===== config.mk =====
export PLATFORM = sky130hd
export DESIGN_NAME = sha2_msg_pad
export DESIGN_NICKNAME = d
export VERILOG_FILES = /design/src/rtl/sha2_pad_pkg.sv /design/src/rtl/sha2_pad_datapath.sv /design/src/rtl/sha2_pad_ctrl.sv /design/src/rtl/sha2_msg_pad.sv
export SDC_FILE = /design/constraint.sdc
export NUM_CORES = 1
export LEC_CHECK = 0
export BUFFER_PORTS_ARGS = -buffer_cell sky130_fd_sc_hd__buf_2
export CAP_MARGIN = 5
export CELL_PAD_IN_SITES_DETAIL_PLACEMENT = 0
export CELL_PAD_IN_SITES_GLOBAL_PLACEMENT = 1
export CORE_UTILIZATION = 40
export DETAILED_ROUTE_END_ITERATION = 7
export GPL_ROUTABILITY_DRIVEN = 0
export PLACE_DENSITY = 0.79
export SYNTH_ARGS = -nofsm -noshare
export SYNTH_HDL_FRONTEND = slang
export SYNTH_SLANG_ARGS = --single-unit

===== constraint.sdc =====
create_clock -name clk -period 3.48 [get_ports clk]
set_clock_uncertainty 0.1 [all_clocks]
set_input_delay 0.522 -clock clk [delete_from_list [all_inputs] [get_ports clk]]
set_output_delay 0.522 -clock clk [all_outputs]
set_load 0.01 [all_outputs]

===== src/rtl/sha2_pad_pkg.sv =====
package sha2_pad_pkg;

  // Strobes from the sequencer to the buffer datapath
  typedef struct packed {
    logic loadByte;    // store inData at the fill position
    logic putMarker;   // store 0x80 at the fill position
    logic putLength;   // write the bit count into the block tail
    logic clearBlock;  // zero the buffer and rewind the position
    logic clearCount;  // restart the message byte count
  } padCtrl_t;

  typedef enum logic [1:0] {
    ST_FILL,
    ST_MARK,
    ST_LENGTH,
    ST_SEND
  } padState_t;

endpackage


===== src/rtl/sha2_pad_datapath.sv =====
module sha2_pad_datapath
  import sha2_pad_pkg::*;
#(
  parameter int BLOCK_BYTES = 64,
  parameter int LEN_BYTES   = 8,
  parameter int CNT_W       = 61
) (
  input  logic                     clk,
  input  logic                     rstN,
  input  padCtrl_t                 ctrl,
  input  logic [7:0]               inData,
  output logic [BLOCK_BYTES*8-1:0] blockOut,
  output logic                     blockFull,
  output logic                     lastSlot,
  output logic                     lenFits
);

  localparam int POS_W    = $clog2(BLOCK_BYTES) + 1;
  localparam int BLOCK_W  = BLOCK_BYTES * 8;
  localparam int FIT_EDGE = BLOCK_BYTES - LEN_BYTES;

  logic [POS_W-1:0]   pos;
  logic [CNT_W-1:0]   byteCount;
  logic [63:0]        bitLen;
  logic [BLOCK_W-1:0] blockReg;
  logic [BLOCK_W-1:0] blockNext;

  assign bitLen = 64'(byteCount) << 3;

  always_comb begin
    blockNext = blockReg;
    if (ctrl.clearBlock) begin
      blockNext = '0;
    end else begin
      for (int i = 0; i < BLOCK_BYTES; i++) begin
        if ((ctrl.loadByte || ctrl.putMarker) && pos == POS_W'(i)) begin
          blockNext[(BLOCK_BYTES-1-i)*8 +: 8] = ctrl.loadByte ? inData : 8'h80;
        end
      end
      if (ctrl.putLength) begin
        blockNext[63:0] = bitLen;
      end
    end
  end

  always_ff @(posedge clk) begin
    if (!rstN) begin
      blockReg  <= '0;
      pos       <= '0;
      byteCount <= '0;
    end else begin
      blockReg <= blockNext;
      if (ctrl.clearBlock) begin
        pos <= '0;
      end else if (ctrl.loadByte || ctrl.putMarker) begin
        pos <= pos + 1'b1;
      end
      if (ctrl.clearCount) begin
        byteCount <= '0;
      end else if (ctrl.loadByte) begin
        byteCount <= byteCount + 1'b1;
      end
    end
  end

  assign blockOut  = blockReg;
  assign blockFull = (pos == POS_W'(BLOCK_BYTES));
  assign lastSlot  = (pos == POS_W'(BLOCK_BYTES - 1));
  assign lenFits   = (pos <= POS_W'(FIT_EDGE));


  marker_room_chk: assert property (@(posedge clk) disable iff (!rstN)
    ctrl.putMarker |-> pos < POS_W'(BLOCK_BYTES));


  length_room_chk: assert property (@(posedge clk) disable iff (!rstN)
    ctrl.putLength |-> pos <= POS_W'(FIT_EDGE));


  pos_bound_chk: assert property (@(posedge clk) disable iff (!rstN)
    pos <= POS_W'(BLOCK_BYTES));

endmodule


===== src/rtl/sha2_pad_ctrl.sv =====
module sha2_pad_ctrl
  import sha2_pad_pkg::*;
(
  input  logic     clk,
  input  logic     rstN,
  input  logic     inValid,
  input  logic     inLast,
  input  logic     inNoData,
  output logic     inReady,
  output logic     outValid,
  input  logic     outReady,
  output logic     outFinal,
  input  logic     blockFull,
  input  logic     lastSlot,
  input  logic     lenFits,
  output padCtrl_t ctrl
);

  padState_t state, stateNext;
  padState_t retState, retNext;
  logic      finalFlag, finalNext;

  always_comb begin
    ctrl      = '0;
    inReady   = 1'b0;
    outValid  = 1'b0;
    stateNext = state;
    retNext   = retState;
    finalNext = finalFlag;
    unique case (state)
      ST_FILL: begin
        inReady = 1'b1;
        if (inValid) begin
          ctrl.loadByte = !inNoData;
          if (inLast) begin
            stateNext = ST_MARK;
          end else if (!inNoData && lastSlot) begin
            stateNext = ST_SEND;
            retNext   = ST_FILL;
            finalNext = 1'b0;
          end
        end
      end
      ST_MARK: begin
        if (blockFull) begin
          stateNext = ST_SEND;
          retNext   = ST_MARK;
          finalNext = 1'b0;
        end else begin
          ctrl.putMarker = 1'b1;
          stateNext      = ST_LENGTH;
        end
      end
      ST_LENGTH: begin
        stateNext = ST_SEND;
        if (lenFits) begin
          ctrl.putLength = 1'b1;
          retNext        = ST_FILL;
          finalNext      = 1'b1;
        end else begin
          retNext   = ST_LENGTH;
          finalNext = 1'b0;
        end
      end
      ST_SEND: begin
        outValid = 1'b1;
        if (outReady) begin
          ctrl.clearBlock = 1'b1;
          ctrl.clearCount = finalFlag;
          stateNext       = retState;
        end
      end
      default: stateNext = ST_FILL;
    endcase
  end

  always_ff @(posedge clk) begin
    if (!rstN) begin
      state     <= ST_FILL;
      retState  <= ST_FILL;
      finalFlag <= 1'b0;
    end else begin
      state     <= stateNext;
      retState  <= retNext;
      finalFlag <= finalNext;
    end
  end

  assign outFinal = (state == ST_SEND) && finalFlag;


  final_hold_chk: assert property (@(posedge clk) disable iff (!rstN)
    outValid && !outReady |=> outValid && $stable(outFinal));


  in_stall_chk: assert property (@(posedge clk) disable iff (!rstN)
    outValid |-> !inReady);

endmodule


===== src/rtl/sha2_msg_pad.sv =====
module sha2_msg_pad
  import sha2_pad_pkg::*;
#(
  parameter bit WIDE_MODE = 1'b0,
  parameter int CNT_W     = 61,
  localparam int BLOCK_BYTES = WIDE_MODE ? 128 : 64,
  localparam int LEN_BYTES   = WIDE_MODE ? 16 : 8,
  localparam int BLOCK_W     = BLOCK_BYTES * 8
) (
  input  logic               clk,
  input  logic               rstN,
  input  logic               inValid,
  output logic               inReady,
  input  logic [7:0]         inData,
  input  logic               inLast,
  input  logic               inNoData,
  output logic               outValid,
  input  logic               outReady,
  output logic [BLOCK_W-1:0] outBlock,
  output logic               outFinal
);

  padCtrl_t ctrl;
  logic     blockFull;
  logic     lastSlot;
  logic     lenFits;

  sha2_pad_ctrl u_ctrl (
    .clk      (clk),
    .rstN     (rstN),
    .inValid  (inValid),
    .inLast   (inLast),
    .inNoData (inNoData),
    .inReady  (inReady),
    .outValid (outValid),
    .outReady (outReady),
    .outFinal (outFinal),
    .blockFull(blockFull),
    .lastSlot (lastSlot),
    .lenFits  (lenFits),
    .ctrl     (ctrl)
  );

  sha2_pad_datapath #(
    .BLOCK_BYTES(BLOCK_BYTES),
    .LEN_BYTES  (LEN_BYTES),
    .CNT_W      (CNT_W)
  ) u_datapath (
    .clk      (clk),
    .rstN     (rstN),
    .ctrl     (ctrl),
    .inData   (inData),
    .blockOut (outBlock),
    .blockFull(blockFull),
    .lastSlot (lastSlot),
    .lenFits  (lenFits)
  );


  block_hold_chk: assert property (@(posedge clk) disable iff (!rstN)
    outValid && !outReady |=> $stable(outBlock));

endmodule


## Word level (Yosys, flattened, before mapping)

Cells that the tools add are included.

| word-level totals | value |
|---|---|
| output and inout port bits | 515 |
| input port bits | 14 |
| flip-flop bits (word level) | 585 |

| operators by class | value |
|---|---|
| multiplexer cells | 37 |
| add/subtract/negate cells | 2 |
| reduce and logical (&&, ||, !) cells | 84 |
| equality and inequality tests | 73 |
| magnitude comparators | 1 |
| bitwise logic cells | 1 |

Operators with widths:

| cell | count |
|---|---|
| equality test 7 x 6 -> 1 bit, second input constant | 32 |
| equality test 7 x 5 -> 1 bit, second input constant | 16 |
| two-way mux 8 bit | 9 |
| logical AND 1 bit | 66 |
| two-way mux 64 bit | 1 |
| adder 61 x 1 -> 61 bit, second input constant | 1 |
| equality test 7 x 4 -> 1 bit, second input constant | 8 |
| equality test 7 x 3 -> 1 bit, second input constant | 4 |
| two-way mux 2 bit | 11 |
| nonzero test 2 bit | 8 |
| equality test 7 x 2 -> 1 bit, second input constant | 2 |
| two-way mux 1 bit | 13 |
| != test 2 bit, second input constant | 4 |
| one-hot mux 2 bit (4 select lines) | 1 |
| adder 7 x 1 -> 7 bit, second input constant | 1 |
| equality test 7 x 1 -> 1 bit, second input constant | 1 |
| equality test 7 bit, second input constant | 1 |
| less-or-equal comparator 7 x 6 -> 1 bit, second input constant | 1 |
| logical NOT 7 bit | 1 |
| one-hot mux 2 bit (3 select lines) | 1 |
| AND reduction 5 bit | 1 |
| equality test 2 bit, second input constant | 2 |
| OR reduction 2 bit | 2 |
| != test 3 x 2 -> 1 bit, second input constant | 1 |
| other kinds (10) | 10 |

## Longest topological paths before layout

| depth | value |
|---|---|
| depth after elaboration | 7 |
| gate-level depth with buffers | 10 |

## Modules after synthesis

A second synthesis with hierarchy kept.

| second synthesis, totals | value |
|---|---|
| cells, all modules | 2528 |
| area, all modules | 22864.4 um^2 |

By module, submodules not included:

| module | area each (um^2) | cells an instance | instances |
|---|---|---|---|
| sha2_pad_datapath | 22457.8 | 2479 | 1 |
| sha2_pad_ctrl | 406.6 | 49 | 1 |

## Worst setup path after synthesis

OpenSTA, ideal clock, no wires.

| path | value |
|---|---|
| path kind | register to register |
| from | reg u_ctrl.state[0] |
| to | reg u_datapath.blockReg[480] (netlist: u_datapath.blockOut[480]) |
| path buffers | 2 |
| stages on the path, launching flop included | 10 |
| setup time | 0.132 ns |
| slack | 0.847 ns |
| period minus slack after synthesis | 2.633 ns |
| data arrival time | 2.401 ns |
| path through | dfxtp_1 inv_1 ha_1 nand3b_2 buf_2 a2111oi_0 buf_2 nand3_1 nand2_1 a21oi_1 |

| on the way | value |
|---|---|
| cells in the longest elaborated chain, start to end | 4 |

RTL lines:

| element | line | text |
|---|---|---|
| from (decl) | sha2_pad_ctrl.sv:19 | `padState_t state, stateNext;` |
| from (signal assigned) | sha2_pad_ctrl.sv:83 | `state <= stateNext;` |
| equality test 2 x 1 -> 1 bit or logical NOT 2 bit (tied branches) | sha2_pad_ctrl.sv:30 | `unique case (state)` |
| two-way mux 1 bit | sha2_pad_ctrl.sv:30 |  |
| logical OR 1 bit | sha2_pad_datapath.sv:36 | `if ((ctrl.loadByte \|\| ctrl.putMarker) && pos == POS_W'(i)) begin` |
| logical AND 1 bit | sha2_pad_datapath.sv:36 |  |
| to (signal assigned) | sha2_pad_datapath.sv:52 | `blockReg <= blockNext;` |
| to (decl) | sha2_pad_datapath.sv:25 | `logic [BLOCK_W-1:0] blockReg;` |

Parallel ways exist; a longest one is shown, timed or not.
A chain may end at the register's enable or synchronous reset.

## Worst setup path in the final report

| path | value |
|---|---|
| from | reg u_ctrl.state[0] |
| to | reg u_datapath.byteCount[54] |

| on the way | value |
|---|---|
| cells in the longest elaborated chain, start to end | 3 |

RTL lines:

| element | line | text |
|---|---|---|
| equality test 2 bit | sha2_pad_ctrl.sv:30 |  |
| two-way mux 2 bit | sha2_pad_ctrl.sv:30 |  |
| OR reduction 2 bit (no line) | n/a |  |
| to (signal assigned) | sha2_pad_datapath.sv:61 | `byteCount <= byteCount + 1'b1;` |
| to (decl) | sha2_pad_datapath.sv:23 | `logic [CNT_W-1:0] byteCount;` |

Parallel ways exist; a longest one is shown, timed or not.

==> flow_summary_export.csv <==
group,metric,value,unit
yosys,synth_edf_count,0,
global_routing,overflow,0,
power_and_ir_drop,swShare,28.2,%
critical_path,crit_required,3920,ps
route,vias,19800,
yosys,syn-cell-area,22100,sq um
clock_network,path_clk_slew,60,ps
finish,fin_nets,3032,
critical_path,worstSetupStartpointType,"flip-flop",
outcome,status,"complete, no violations",
route,ant_nets,0,
clock_network,numCtsBuffers,61,
die,num_rows,85,
finish,diodes,0,
global_routing,antenna_found_initial,2,
route,drcViolationCount,0,
yosys,ys_types,50,
yosys,seq_area_frac_synth,52.9,%
clock_network,cts-root-buf,"clkbuf_16",
timing,grt_setup_unrepaired,"no",
die,io-pin-count,529,
yosys,yosys_warnings,0,
power_and_ir_drop,p_leak,10.7,nW
die,core_area,54200,sq um
route,viasPerCell,5.29,
clock_network,htreeDepth,2,
power_and_ir_drop,p_clk_share,40.6,%
global_routing,grt_pass1_wl,116000,um
critical_path,slowest_delay,630,ps
critical_path,cp.arrival,3510,ps
clock_network,clock-sinks,585,
yosys,ys_ff_latch,585,
timing,tightest_slew,868,ps
power_and_ir_drop,vdd_drop_max,0.371,mV
clock_network,cts_resized,0,
timing,tns,0,ps
critical_path,cpMaxStageDelayCell,"or4_1",
critical_path,cp_max_fo,13,
clock_network,cts_setup_buffers,0,
route,firstDrtPassIters,5,
placed_design,hpwl,54000,um
power_and_ir_drop,p_int,11.4,mW
finish,drive_gt1_share,24.3,%
yosys,synthArstFlopShare,0,%
timing,finalSetupViolCount,0,
yosys,syn_inst,2532,
yosys,avgSynthCellArea,8.75,sq um
die,die_w,237,um
power_and_ir_drop,p_seq_share,45.0,%
timing,period_needed,3060,ps
die,die_area,56300,sq um
die,start_util,40.8,%
timing,fin_crit_sh,88.1,%
critical_path,cp_num_buf_inv,2,
global_routing,grt_use_total,26.9,%
run,drv_cap,0,
yosys,ys.flop_type,"dfxtp_1",
worst_hold_path,hp-class,"primary input to flip-flop",
critical_path,crit_type,"flip-flop to flip-flop",
power_and_ir_drop,p_switching,4.47,mW
critical_path,crit_family,"simple AND/OR/NAND/NOR gates",
finish,utilization,50.9,%
placed_design,placed_area,25700,sq um
critical_path,endpoint_kind,"flip-flop",
power_and_ir_drop,pwr-share-comb,14.4,%
finish,postLayoutCellArea,27600,sq um
finish,area_growth,24.7,%
timing,final_max_slew_viol_count,0,
critical_path,critical_path.cell_chain,"inv_1 > ha_1 > nand3b_2 > buf_4 > nor4_2 > nand4_1 > or4_1 > a21oi_1",
die,die_h,237,um
clock_network,cts_hold_buf,0,
clock_network,cts_tree,"done",
clock_network,cts_buffer_depth,3,
route,drtIter0Drc,1309,
timing,relSlewSlack,42.1,%
route,wirelength,78700,um
global_routing,grt_max_degree,95,
global_routing,grt_pass1_vias,18600,
route,wl_per_cell,21.0,um
power_and_ir_drop,pwr_density_cell,574,nW/um^2
timing,hold_viol,0,
yosys,synth_nets,2556,
placed_design,portBuffers,528,
timing,fmax,326,MHz
clock_network,worstSkewPairLatency,620,ps
-- power groups by stage --
stage	sequential, mW	clock [mW]	combinational (mW)
floorplan	7.35	0	1.20
global placement	7.26	0	2.25
detailed placement	7.27	0	2.27
CTS	7.12	6.53	2.28
global route	7.15	6.82	2.46
finish	7.13	6.43	2.28
-- through the flow --
step	instances	hold WS (ps)	setup WS (ps)	total power [mW]
after floorplan	2532	330	847	8.55
after detailed placement	3641	343	483	9.53
after global placement	3641	339	560	9.51
after global routing	3745	82.4	255	16.4
final	3745	78.7	415	15.8
after CTS	3745	46.3	443	15.9
-- path summary, 6_finish.rpt --
| path | cells past startpoint | endpoint | slack (ps) | from |
|---|---|---|---|---|
| worst min register to register | 2 | u_datapath.blockOut[404] | 350 | u_datapath.blockOut[404] |
| worst max-delay path | 8 | u_datapath.byteCount[54] | 420 | u_ctrl.state[0] |
| worst min-delay path | 3 | u_datapath.blockOut[1] | 80 | inData[1] |
| worst max register to register | 8 | u_datapath.byteCount[54] | 420 | u_ctrl.state[0] |
-- cells by family after synthesis --
family | count (synthesis) | share of synthesized area (%)
AND/OR/NAND/NOR | 974 | 18.8
flip-flops | 585 | 52.9
AO/OA/AOI/OAI | 496 | 12.3
multiplexers | 240 | 10.8
buffers and inverters | 193 | 3.30
XOR/XNOR | 34 | 1.34
adder cells (fa/ha/maj) | 10 | 0.565
-- layout make-up --
type / count / area [sq um]
fill: 5148 / 26600
tap: 696 / 871
clock inverter: 12 / 151
inverter: 19 / 71.3
clock buffer: 92 / 1800
multi-input combinational: 1754 / 9760
timing repair buffer: 587 / 3250
sequential: 585 / 11700
-- per-layer routing --
metal | up-vias | GRT usage [%] | routed length (um)
met5 | - | 0 | 30
met4 | 4 | 10.7 | 3230
met3 | 175 | 5.31 | 4710
met2 | 667 | 44.5 | 37200
met1 | 9462 | 34.4 | 33500
li1 | 9508 | - | -
-- synth_stat cells (2+ instances only) --
cell | instances | area (sq um)
clkbuf_1 | 154 | 578
or3_1 | 34 | 213
nand3_1 | 51 | 255
or2_2 | 15 | 93.8
or3b_2 | 2 | 17.5
ha_1 | 10 | 125
o21ai_0 | 114 | 571
nor4_1 | 4 | 25.0
dfxtp_1 | 585 | 11700
o31ai_1 | 2 | 15.0
nor2_1 | 320 | 1200
xor2_1 | 21 | 184
nand2_1 | 446 | 1670
buf_1 | 15 | 56.3
or3b_1 | 2 | 17.5
nand4_1 | 22 | 138
nor3_1 | 7 | 35.0
and3_1 | 5 | 31.3
buf_2 | 5 | 25.0
a2111oi_0 | 2 | 17.5
or4_1 | 3 | 22.5
mux2i_1 | 240 | 2400
o2111ai_1 | 3 | 26.3
nand2b_1 | 3 | 18.8
xnor2_1 | 13 | 114
a211oi_1 | 58 | 435
a21oi_1 | 300 | 1500
and2_1 | 12 | 75.1
a221oi_1 | 4 | 35.0
nor2b_1 | 2 | 12.5
inv_1 | 19 | 71.3
and4_1 | 10 | 87.6
nor2_2 | 32 | 200
-- worst reg2reg max path, delay by kind of cell (launching register included) --
family	cells	cell delay (ps)
AND/OR/NAND/NOR	4	1720
buffers and inverters	2	340
AO/OA/AOI/OAI	1	140
adder cells (fa/ha/maj)	1	330
flip-flops	1	360
-- registers in the layout, indices dropped and copies added (netlist names) --
signal,count
u_ctrl.retState,2
u_ctrl.finalFlag,1
u_datapath.pos,7
u_datapath.blockOut,512
u_datapath.byteCount,61
u_ctrl.state,2
-- layout by cell type, fill, tap and decap left out, types with 10 or more instances in the layout --
master     instances
xor2_1            21
buf_2            528
mux2i_1          240
clkbuf_16         61
or3_1             34
or2_2             15
ha_1              10
buf_12            13
clkbuf_1          15
nand3_1           51
o21ai_0          114
nand4_1           22
inv_1             19
nand2_1          444
dfxtp_1          585
nor2_2            32
and4_1            10
xnor2_1           13
nor2_1           319
a211oi_1          58
buf_4             46
a21oi_1          299
clkbuf_8          16
Note: power is estimated with default switching activity, not from simulation.
